<file path="src/rtl/scmd_pkg.sv">
package scmd_pkg;

    localparam int DW = 8;
    localparam int AW = 4;
    localparam int OPW = DW - 1;

    localparam logic [AW-1:0] A_XC_LO = 4'h0;
    localparam logic [AW-1:0] A_XC_HI = 4'h1;
    localparam logic [AW-1:0] A_CMD   = 4'h3;
    localparam logic [AW-1:0] A_STAT  = 4'h4;
    localparam logic [AW-1:0] A_CAUSE = 4'h5;
    localparam logic [AW-1:0] A_STEP  = 4'h6;
    localparam logic [AW-1:0] A_CFG   = 4'h8;
    localparam logic [AW-1:0] A_IDENT = 4'hE;

    localparam logic [DW-1:0] ST_IRQ    = 8'h80;
    localparam logic [DW-1:0] ST_TC     = 8'h10;
    localparam logic [DW-1:0] ST_MSGIN  = 8'h07;
    localparam logic [DW-1:0] CA_FDONE  = 8'h08;
    localparam logic [DW-1:0] CA_DISC   = 8'h20;
    localparam logic [DW-1:0] CA_BRST   = 8'h80;
    localparam logic [DW-1:0] CFG_INIT  = 8'h07;
    localparam logic [DW-1:0] IDENT_VAL = 8'h04;
    localparam logic [DW-1:0] STEP_ACK  = 8'h04;
    localparam int            CFG_QUIET = 6;

    typedef enum logic [OPW-1:0] {
        OP_NOP    = 7'h00,
        OP_FLUSH  = 7'h01,
        OP_CHIP   = 7'h02,
        OP_BUSRST = 7'h03,
        OP_XFER   = 7'h10,
        OP_CCS    = 7'h11,
        OP_MSGOK  = 7'h12,
        OP_PAD    = 7'h18,
        OP_ATN    = 7'h1A,
        OP_SEL    = 7'h41,
        OP_SELA   = 7'h42,
        OP_SELAS  = 7'h43,
        OP_ENSEL  = 7'h44
    } op_e;

    typedef struct packed {
        logic          set_cause;
        logic [DW-1:0] cause;
        logic          zero_step;
        logic          raise;
        logic          raise_gated;
        logic          tc_only;
        logic          or_msgin;
        logic          chip_rst;
        logic          xfer;
        logic          sel;
        logic          illegal;
    } fx_t;

    function automatic fx_t decode_op(input logic [OPW-1:0] code);
        fx_t f;
        f = '0;
        case (code)
            OP_NOP, OP_ATN: ;
            OP_FLUSH: begin f.set_cause = 1'b1; f.cause = CA_FDONE; f.zero_step = 1'b1; end
            OP_CHIP:  f.chip_rst = 1'b1;
            OP_BUSRST: begin f.set_cause = 1'b1; f.cause = CA_BRST; f.raise_gated = 1'b1; end
            OP_XFER:  f.xfer = 1'b1;
            OP_CCS:   begin f.set_cause = 1'b1; f.cause = CA_FDONE; f.or_msgin = 1'b1; f.raise = 1'b1; end
            OP_MSGOK: begin f.set_cause = 1'b1; f.cause = CA_DISC; f.zero_step = 1'b1; f.raise = 1'b1; end
            OP_PAD:   begin f.set_cause = 1'b1; f.cause = CA_FDONE; f.zero_step = 1'b1; f.tc_only = 1'b1; end
            OP_SEL, OP_SELA, OP_SELAS: f.sel = 1'b1;
            OP_ENSEL: begin f.set_cause = 1'b1; f.cause = '0; end
            default:  f.illegal = 1'b1;
        endcase
        return f;
    endfunction

endpackage

</file>
<file path="src/rtl/scmd_decoder.sv">
module scmd_decoder
    import scmd_pkg::*;
(
    input  logic [DW-1:0] cmd_byte,
    output fx_t           fx
);
    always_comb fx = decode_op(cmd_byte[OPW-1:0]);
endmodule

</file>
<file path="src/rtl/scmd_state.sv">
module scmd_state
    import scmd_pkg::*;
(
    input  logic          clk,
    input  logic          rst,
    input  logic          wr,
    input  logic          rd,
    input  logic [AW-1:0] addr,
    input  logic [DW-1:0] wdata,
    input  fx_t           fx,
    output logic [DW-1:0] status_q,
    output logic [DW-1:0] cause_q,
    output logic [DW-1:0] step_q,
    output logic [DW-1:0] cfg1_q,
    output logic [DW-1:0] cmd_q,
    output logic          illegal_q,
    output logic          xfer_go,
    output logic          sel_go,
    output logic [1:0]    sel_kind,
    output logic          dma_mode
);
    logic          cmd_wr;
    logic          wipe;
    logic [DW-1:0] n_status, n_cause, n_step, n_cfg1;
    logic          n_ill;

    assign cmd_wr = wr && (addr == A_CMD);
    assign wipe   = rst || (cmd_wr && fx.chip_rst);

    always_comb begin
        n_status = status_q;
        n_cause  = cause_q;
        n_step   = step_q;
        n_cfg1   = cfg1_q;
        n_ill    = illegal_q;
        if (rd && addr == A_CAUSE) begin
            n_cause  = '0;
            n_status = status_q & ~(ST_IRQ | ST_TC);
            n_step   = STEP_ACK;
        end
        if (wr && (addr == A_XC_LO || addr == A_XC_HI))
            n_status = n_status & ~ST_TC;
        if (wr && addr == A_CFG)
            n_cfg1 = wdata;
        if (cmd_wr) begin
            if (fx.set_cause) n_cause  = fx.cause;
            if (fx.zero_step) n_step   = '0;
            if (fx.tc_only)   n_status = ST_TC;
            if (fx.or_msgin)  n_status = n_status | ST_MSGIN;
            if (fx.raise)     n_status = n_status | ST_IRQ;
            if (fx.raise_gated && !cfg1_q[CFG_QUIET]) n_status = n_status | ST_IRQ;
            if (fx.illegal)   n_ill = 1'b1;
        end
    end

    always_ff @(posedge clk) begin
        if (wipe) begin
            status_q  <= '0;
            cause_q   <= '0;
            step_q    <= '0;
            cfg1_q    <= CFG_INIT;
            cmd_q     <= '0;
            illegal_q <= 1'b0;
        end else begin
            status_q  <= n_status;
            cause_q   <= n_cause;
            step_q    <= n_step;
            cfg1_q    <= n_cfg1;
            illegal_q <= n_ill;
            if (cmd_wr) cmd_q <= wdata;
        end
    end

    always_ff @(posedge clk) begin
        if (wipe) begin
            xfer_go  <= 1'b0;
            sel_go   <= 1'b0;
            sel_kind <= '0;
            dma_mode <= 1'b0;
        end else begin
            xfer_go <= cmd_wr && fx.xfer;
            sel_go  <= cmd_wr && fx.sel;
            if (cmd_wr) begin
                dma_mode <= wdata[DW-1];
                if (fx.sel) sel_kind <= wdata[1:0];
            end
        end
    end
endmodule

</file>
<file path="src/rtl/scmd_rdport.sv">
module scmd_rdport
    import scmd_pkg::*;
(
    input  logic          clk,
    input  logic          rst,
    input  logic          rd,
    input  logic [AW-1:0] addr,
    input  logic [DW-1:0] status_q,
    input  logic [DW-1:0] cause_q,
    input  logic [DW-1:0] step_q,
    input  logic [DW-1:0] cfg1_q,
    input  logic [DW-1:0] cmd_q,
    output logic [DW-1:0] rdata
);
    logic [DW-1:0] sel_val;

    always_comb begin
        case (addr)
            A_CMD:   sel_val = cmd_q;
            A_STAT:  sel_val = status_q;
            A_CAUSE: sel_val = cause_q;
            A_STEP:  sel_val = step_q;
            A_CFG:   sel_val = cfg1_q;
            A_IDENT: sel_val = IDENT_VAL;
            default: sel_val = '0;
        endcase
    end

    always_ff @(posedge clk) begin
        if (rst)     rdata <= '0;
        else if (rd) rdata <= sel_val;
    end
endmodule

</file>
<file path="src/rtl/scsi_cmd_status.sv">
module scsi_cmd_status
    import scmd_pkg::*;
(
    input  logic          clk,
    input  logic          rst,
    input  logic          reg_wr,
    input  logic          reg_rd,
    input  logic [AW-1:0] reg_addr,
    input  logic [DW-1:0] reg_wdata,
    output logic [DW-1:0] reg_rdata,
    output logic          irq,
    output logic          xfer_go,
    output logic          sel_go,
    output logic [1:0]    sel_kind,
    output logic          dma_mode,
    output logic          illegal_cmd
);
    fx_t           fx;
    logic [DW-1:0] status_q, cause_q, step_q, cfg1_q, cmd_q;

    scmd_decoder u_dec (
        .cmd_byte (reg_wdata),
        .fx       (fx)
    );

    scmd_state u_state (
        .clk       (clk),
        .rst       (rst),
        .wr        (reg_wr),
        .rd        (reg_rd),
        .addr      (reg_addr),
        .wdata     (reg_wdata),
        .fx        (fx),
        .status_q  (status_q),
        .cause_q   (cause_q),
        .step_q    (step_q),
        .cfg1_q    (cfg1_q),
        .cmd_q     (cmd_q),
        .illegal_q (illegal_cmd),
        .xfer_go   (xfer_go),
        .sel_go    (sel_go),
        .sel_kind  (sel_kind),
        .dma_mode  (dma_mode)
    );

    scmd_rdport u_rd (
        .clk      (clk),
        .rst      (rst),
        .rd       (reg_rd),
        .addr     (reg_addr),
        .status_q (status_q),
        .cause_q  (cause_q),
        .step_q   (step_q),
        .cfg1_q   (cfg1_q),
        .cmd_q    (cmd_q),
        .rdata    (reg_rdata)
    );

    assign irq = status_q[7];
endmodule

</file>
<file path="config.mk">
export PLATFORM = sky130hd
export DESIGN_NAME = scsi_cmd_status
export DESIGN_NICKNAME = d
export VERILOG_FILES = /design/src/rtl/scmd_pkg.sv /design/src/rtl/scmd_decoder.sv /design/src/rtl/scmd_state.sv /design/src/rtl/scmd_rdport.sv /design/src/rtl/scsi_cmd_status.sv
export SDC_FILE = /design/constraint.sdc
export NUM_CORES = 1
export LEC_CHECK = 0
export BUFFER_PORTS_ARGS = -buffer_cell sky130_fd_sc_hd__buf_2
export CORE_ASPECT_RATIO = 0.75
export CORE_MARGIN = 5
export CORE_UTILIZATION = 35
export DETAILED_ROUTE_END_ITERATION = 12
export HOLD_SLACK_MARGIN = 0.02
export PLACE_DENSITY_LB_ADDON = 0.1
export SETUP_SLACK_MARGIN = 0.5
export SKIP_LAST_GASP = 1
export SYNTH_ARGS = -nofsm -noshare
export SYNTH_HDL_FRONTEND = slang
export SYNTH_HIERARCHICAL = 1
export SYNTH_SLANG_ARGS = --single-unit
</file>
<file path="constraint.sdc">
create_clock -name clk -period 2.2 [get_ports clk]
set_clock_uncertainty 0.05 [all_clocks]
set_input_delay 0.33 -clock clk [delete_from_list [all_inputs] [get_ports clk]]
set_output_delay 0.33 -clock clk [all_outputs]
set_load 0.02 [all_outputs]
</file>
==> results of run 1 <==
-- state kept, by name (all words and copies together), names as in the netlist --
register           flops
u_rd/rdata             8
u_state/cause_q        8
u_state/cfg1_q         8
u_state/cmd_q          8
u_state/step_q         8
u_state/status_q       3
u_state/sel_kind       2
u_state/illegal_q      1
u_state/sel_go         1
u_state/xfer_go        1
-- synth_stat cells (all sizes together) (3+ instances only) --
| library cell | number |
|---|---|
| a211oi | 5 |
| a21oi | 38 |
| and2 | 7 |
| and4b | 4 |
| and4bb | 4 |
| buf | 28 |
| clkbuf | 9 |
| dfxtp | 48 |
| mux2i | 8 |
| nand2 | 25 |
| nand3 | 19 |
| nand3b | 33 |
| nand4b | 6 |
| nor2 | 22 |
| nor2b | 5 |
| nor3 | 7 |
| nor3b | 3 |
| o21ai | 14 |
-- how the worst max path moves through the flow --
stage | start | to | slack [ns] | cells after the start
5_1_grt | reg_wdata[1] | u_state/step_q[5] | 0.50 | 9
3_5_place_dp | reg_wdata[0] | u_state/step_q[6] | 0.14 | 9
3_3_place_gp | reg_wdata[0] | u_state/step_q[0] | 0.17 | 9
2_1_floorplan | reg_wdata[5] | u_state/cause_q[1] | 0.30 | 8
6_report | reg_wdata[1] | u_state/step_q[4] | 0.59 | 9
4_1_cts | reg_wdata[6] | u_state/cause_q[7] | 0.51 | 6
-- metal layers --
layer / GRT usage (%) / routed length (µm) / vias to the layer above
met1: 24.0 / 3940 / 1122
met5: 0 / 0 / -
met3: 3.21 / 367 / 4
li1: - / - / 1187
met4: 3.43 / 51 / 0
met2: 22.7 / 3130 / 49
-- area by class of cell --
type	instances	area (µm²)
Sequential cell	48	961
Fill cell	791	4320
Clock inverter	2	12.5
Tap cell	101	126
Clock buffer	5	68.8
Multi-Input combinational cell	242	1630
Timing Repair Buffer	47	305
Inverter	2	7.51
-- logic make-up (layout without fill, tap and decap cells) --
group / Yosys count / count (layout) / synth area share, %
AO/OA/AOI/OAI: 70 / 70 / 15.4
XOR/XNOR: 2 / 2 / 0.645
other: 2 / 8 / 0.277
flip-flops: 48 / 48 / 35.4
AND/OR/NAND/NOR: 152 / 152 / 36.1
buffers and inverters: 39 / 56 / 8.39
multiplexers: 10 / 10 / 3.78
-- repair_timing --
item	in CTS	in global routing
pin swaps	0	9
resized for setup	1	13
endpoints found under the setup margin	7	15
-- power breakdown --
part | switching, µW | leakage (µW) | internal (µW)
Combinational | 126 | 0.000693 | 77.7
Sequential | 4.08 | 0.000387 | 875
Clock | 302 | 0.0000400 | 216
-- stage by stage --
stage	setup slack, ns	instance area (µm²)	util (%)	hold slack, ns
CTS	0.510	3080	41.4	0.298
finish	0.592	3110	41.9	0.277
floorplan	0.304	2820	-	0.380
global placement	0.171	2990	40.2	0.385
detailed placement	0.140	2990	40.2	0.389
global route	0.499	3110	41.9	0.298
-- cells in the final DEF (no fill, tap or decap), types with 3 or more instances in the layout --
cell type	instances
nand4b_1	5
and4bb_2	3
o21ai_1	7
a21oi_1	37
nand3_1	11
nor2_1	20
o21ai_0	6
clkbuf_8	5
buf_2	27
conb_1	8
and2_1	7
a211oi_1	4
nor2b_1	5
nand2_1	24
nor3_1	6
nand3_2	8
mux2i_1	8
dfxtp_1	48
buf_4	17
nand3b_1	33
-- critical path, delay by kind of cell --
kind / cells / cell delay (ns)
and+or+nand+nor: 5 / 1.02
AOI/OAI and AO/OA: 3 / 0.25
buffers and inverters: 1 / 0.16
==> summary.txt, run 1 <==
leading register cell type out of synthesis - dfxtp_1
power density normalized to cell area - 515 mW/mm²
number of buffers inserted by hold repair at cts - 0
total count of max-transition violations in the final report - 0
post-synthesis instance area - 0.00272 mm²
cell with the largest stage delay on the worst path - or3b_4
via count of the first global-routing pass - 2284
Critical Path Source Type - primary input
port buffer count - 30
Clk pin slew, worst setup/hold paths - 0.09 ns
Async S/R FF share, synth - 0%
maximum buffer depth of the clock tree - 2
max frequency - 0.622 GHz
worst skew pair latency - 0.30 ns
average wire length per cell after detail routing - 16.7 µm
Peak supply drop - 220 µV
top cells by area in the synthesized netlist - dfxtp_1, nand3b_1, a21oi_1, nand3_1, nand2_1
# Post-CTS Setup Buffers - 0
NumNets Final - 362
worst endpoint required time - 2.35 ns
die height - 86.3 µm
Worst Tran Pin Value - 0.576 ns
root cell of the clock tree - clkbuf_8
starting utilization of the core area - 36.5%
P&R area growth vs syn - 14.6%
result of the run - complete, no violations
TritonCTS Sinks - 48
Cells after DPL - 440
post-route non-filler standard cell count - 447
diodes inserted - 0
post-synthesis sequential element count - 48
Design Power - 1600 µW
Antenna Nets Post-Route - 0
global-route wire length before repair - 12100 µm
type of destination of the critical path - flip-flop
worst-case hold path end point - u_state/cfg1_q[4]
share of Yosys cell area claimed by the top area cell type - 35.4%
Die Outline Area - 0.00964 mm²
Final Critical Period - 1.61 ns
sum of negative setup slack - 0 ns
stage delay of the slowest cell on the critical path - 0.38 ns
count of flip-flops with a built-in enable after synthesis - 0
Avg Inst Size Synth - 8.41 µm²
RSZ-0062 raised after global routing - yes
Yosys top cell by area - dfxtp_1
Overflow after GRT - 0
Via Count - 2362
startpoint of the lowest-slack hold path - reg_wdata[4]
share of cells above drive strength 1 - 24.6%
maximum fanout encountered on the critical timing path - 11
worst setup slack for register-to-register paths - 1.04 ns
initial antenna violation count - 0
post-route DRC violation count - 0
Max-Slew Margin vs Limit - 61.6%
count of cells along the worst register-to-register path - 3
count of different cell masters after synthesis - 59
Syn. warnings - 6
Hold Path Stages - 3
number of vias per cell after detailed routing - 5.28
site row count - 27
DRT iter0 DRCs - 110
leakage power figure - 0.00112 µW
category of the most critical setup path - in -> reg
count of final setup violators - 0
largest net degree at the start of global routing - 26
critical path arrival - 1.76 ns
H-tree depth - 2
ports placed on the boundary - 31
Mapped Cells - 323
total detailed-routing wirelength - 7480 µm
HP Class - in -> reg
reg2reg start - u_state/cause_q[3]
TritonCTS clock tree - yes
DP Wirelength - 5460 µm
1st-pass router iterations - 4
sequential-to-total area share from yosys stat - 35.4%
Cell Chain, Critical Path - buf_4, or3b_4, a21oi_2, a31oi_1, nor2_1, nor2_2, nor3_2, a211oi_4, and2_1
number of failing hold endpoints at the final stage - 0
Die W - 112 µm
total global routing track utilization - 15.8%
final RePlAce weighted congestion - 0.783
r2r endpoint - u_rd/rdata[3]
total of max-cap violations - 0
Tcrit/Tclk final - 73.1%
placeable core area - 0.00743 mm²
number of buffers created by CTS - 5
No activity file was read; power rests on OpenSTA's default activity.
==> inputs of run 2 (changes only) <==
==> constraint.sdc (replaced) <==
create_clock -name clk -period 1.4 [get_ports clk]
set_clock_uncertainty 0.05 [all_clocks]
set_input_delay 0.21 -clock clk [delete_from_list [all_inputs] [get_ports clk]]
set_output_delay 0.21 -clock clk [all_outputs]
set_load 0.02 [all_outputs]
==> summary.txt, run 2 (synthesis gave the netlist of run 1 again) <==
largest net degree at the start of global routing - 16 (was 26)
initial antenna violation count - 0 (unchanged)
worst endpoint required time - 1.55 ns (was 2.35 ns)
number of failing hold endpoints at the final stage - 0 (unchanged)
P&R area growth vs syn - 43.3% (was 14.6%)
final RePlAce weighted congestion - 0.818 (was 0.783)
critical path arrival - 1.57 ns (was 1.76 ns)
ports placed on the boundary - 31 (unchanged)
worst skew pair latency - 0.30 ns (about the same)
cell repeated most along the worst path - buf_8
placeable core area - 0.00743 mm² (unchanged)
Antenna Nets Post-Route - 0 (unchanged)
total count of max-transition violations in the final report - 0 (unchanged)
1st-pass router iterations - 4 (unchanged)
starting utilization of the core area - 36.5% (unchanged)
global-route wire length before repair - 13200 µm (was 12100 µm)
HP Class - in -> reg (unchanged)
most frequent cells in the layout - buf_4, nand3b_1, a21oi_1, dfxtp_1 (was dfxtp_1, a21oi_1, nand3b_1)
maximum fanout encountered on the critical timing path - 8 (was 11)
die height - 86.3 µm (unchanged)
site row count - 27 (unchanged)
violated checks - setup timing
total detailed-routing wirelength - 8030 µm (was 7480 µm)
leakage power figure - 0.00147 µW (was 0.00112 µW)
count of final setup violators - 12 (was 0)
Tcrit/Tclk final - 101%
stage delay of the slowest cell on the critical path - 0.42 ns (was 0.38 ns)
leading cell type in the layout, fill and taps excluded - buf_4 (was dfxtp_1)
type of destination of the critical path - flip-flop (unchanged)
number of buffers inserted by hold repair at cts - 0 (unchanged)
Cell Chain, Critical Path - buf_8, or3_4, o21ai_4, or3b_4, buf_8, nand3_2, a21oi_1 (was buf_4, or3b_4, a21oi_2, a31oi_1, nor2_1, nor2_2, nor3_2, a211oi_4, and2_1)
Via Count - 2512 (was 2362)
port buffer count - 30 (unchanged)
max frequency - 0.705 GHz
Clk pin slew, worst setup/hold paths - 0.09 ns (about the same)
DRT iter0 DRCs - 147 (was 110)
category of the most critical setup path - in -> reg (unchanged)
number of fill cells in the layout - 722 (was 791)
NumNets Final - 411 (was 362)
average wire length per cell after detail routing - 16.1 µm (was 16.7 µm)
post-route DRC violation count - 0 (unchanged)
Die Outline Area - 0.00964 mm² (unchanged)
number of vias per cell after detailed routing - 5.05 (was 5.28)
area of the multi-input gates - 0.00177 mm² (was 0.00163 mm²)
CP top delay family - simple AND/OR/NAND/NOR gates (unchanged)
DP Wirelength - 5940 µm (was 5460 µm)
post-layout worst setup margin - -0.0193 ns (was 0.592 ns)
TritonCTS Sinks - 48 (unchanged)
TritonCTS clock tree - yes (unchanged)
Overflow after GRT - 0 (unchanged)
Peak supply drop - 457 µV (was 220 µV)
power density normalized to cell area - 697 mW/mm² (was 515 mW/mm²)
H-tree depth - 2 (unchanged)
number of buffers created by CTS - 5 (unchanged)
Design Power - 2710 µW (was 1600 µW)
RSZ-0062 raised after global routing - yes (unchanged)
share of cells above drive strength 1 - 45.2% (was 24.6%)
maximum buffer depth of the clock tree - 2 (unchanged)
Worst Path Buf+Inv - 2 (was 1)
register area - 990 µm² (was 961 µm²)
Critical Path Source Type - primary input (unchanged)
post-route core utilization - 52.4% (was 41.9%)
root cell of the clock tree - clkbuf_8 (unchanged)
result of the run - finished with violations (was complete, no violations)
Final Critical Period - 1.42 ns
via count of the first global-routing pass - 2508 (was 2284)
total global routing track utilization - 16.8% (was 15.8%)
Die W - 112 µm (unchanged)
cell with the largest stage delay on the worst path - or3_4 (was or3b_4)
diodes inserted - 0 (unchanged)
Post-Route Hold Slack - 0.176 ns (was 0.277 ns)
worst setup slack before clock tree synthesis - -0.448 ns (was 0.140 ns)
total of max-cap violations - 0 (unchanged)
-- run 2: cell count changes in the layout (fill, tap and decap cells not counted), moves of 3 or more --
cell     change
buf_2       -20
buf_12       +4
o21ai_2      +4
buf_6       +21
o21ai_1      -3
dfxtp_2     +17
a21oi_1      -8
buf_4       +39
buf_8        +4
a21oi_2      +8
dfxtp_1     -19
-- run 2: worst register-to-register path: cells and delay by family (launching register included) --
kind	cells	cell delay, ns
flops	1	0.33
mux	1	0.26
compound gates	2	0.35
-- run 2: stage by stage --
step	std cells	setup TNS, ns	instance area (µm²)
5_1_grt	497	-0.723	3890
3_5_place_dp	479	-13.94	3340
6_report	497	-0.148	3890
3_3_place_gp	479	-13.95	3340
4_1_cts	495	0	3760
2_1_floorplan	329	-4.94	2890
-- run 2: area by class of cell --
| class | instances | area share (%) |
|---|---|---|
| clock buffer | 7 | 2.22 |
| clock inverter | 1 | 0.193 |
| inverter | 2 | 0.193 |
| multi-input combinational | 242 | 45.5 |
| sequential | 48 | 25.4 |
| tap | 101 | 3.25 |
| timing repair buffer | 96 | 23.2 |
-- run 2: path summary, 6_finish.rpt --
kind | start | end | slack (ns) | cells past startpoint
max reg2reg | u_state/cause_q[3] | u_rd/rdata[3] | 0.30 | 3
min | reg_wdata[7] | u_state/cfg1_q[7] | 0.18 | 3
min reg2reg | u_rd/rdata[6] | u_rd/rdata[6] | 0.40 | 2
max | reg_wdata[2] | u_state/cause_q[7] | -0.02 | 7
-- run 2: layer usage --
metal	routed length, µm	vias up	part of all wire [%]	track usage (%)
li1	-	1287	-	-
met1	4220	1190	53	25.4
met2	3480	33	43	25.5
met3	300	2	3.7	3.07
met4	26	0	0.32	2.43
met5	0	-	0	0
-- run 2: timing repair --
item                                    CTS  global route
gates cloned                              1             0
pin swaps                                17            10
gates resized for setup                  83            29
endpoints found under the setup margin   63            63
buffers inserted                          7             2
-- run 2: report_power, final --
group	switching (µW)	internal, µW	total, µW
sequential	7.66	1370	1380
combinational	234	234	468
clock	462	402	865
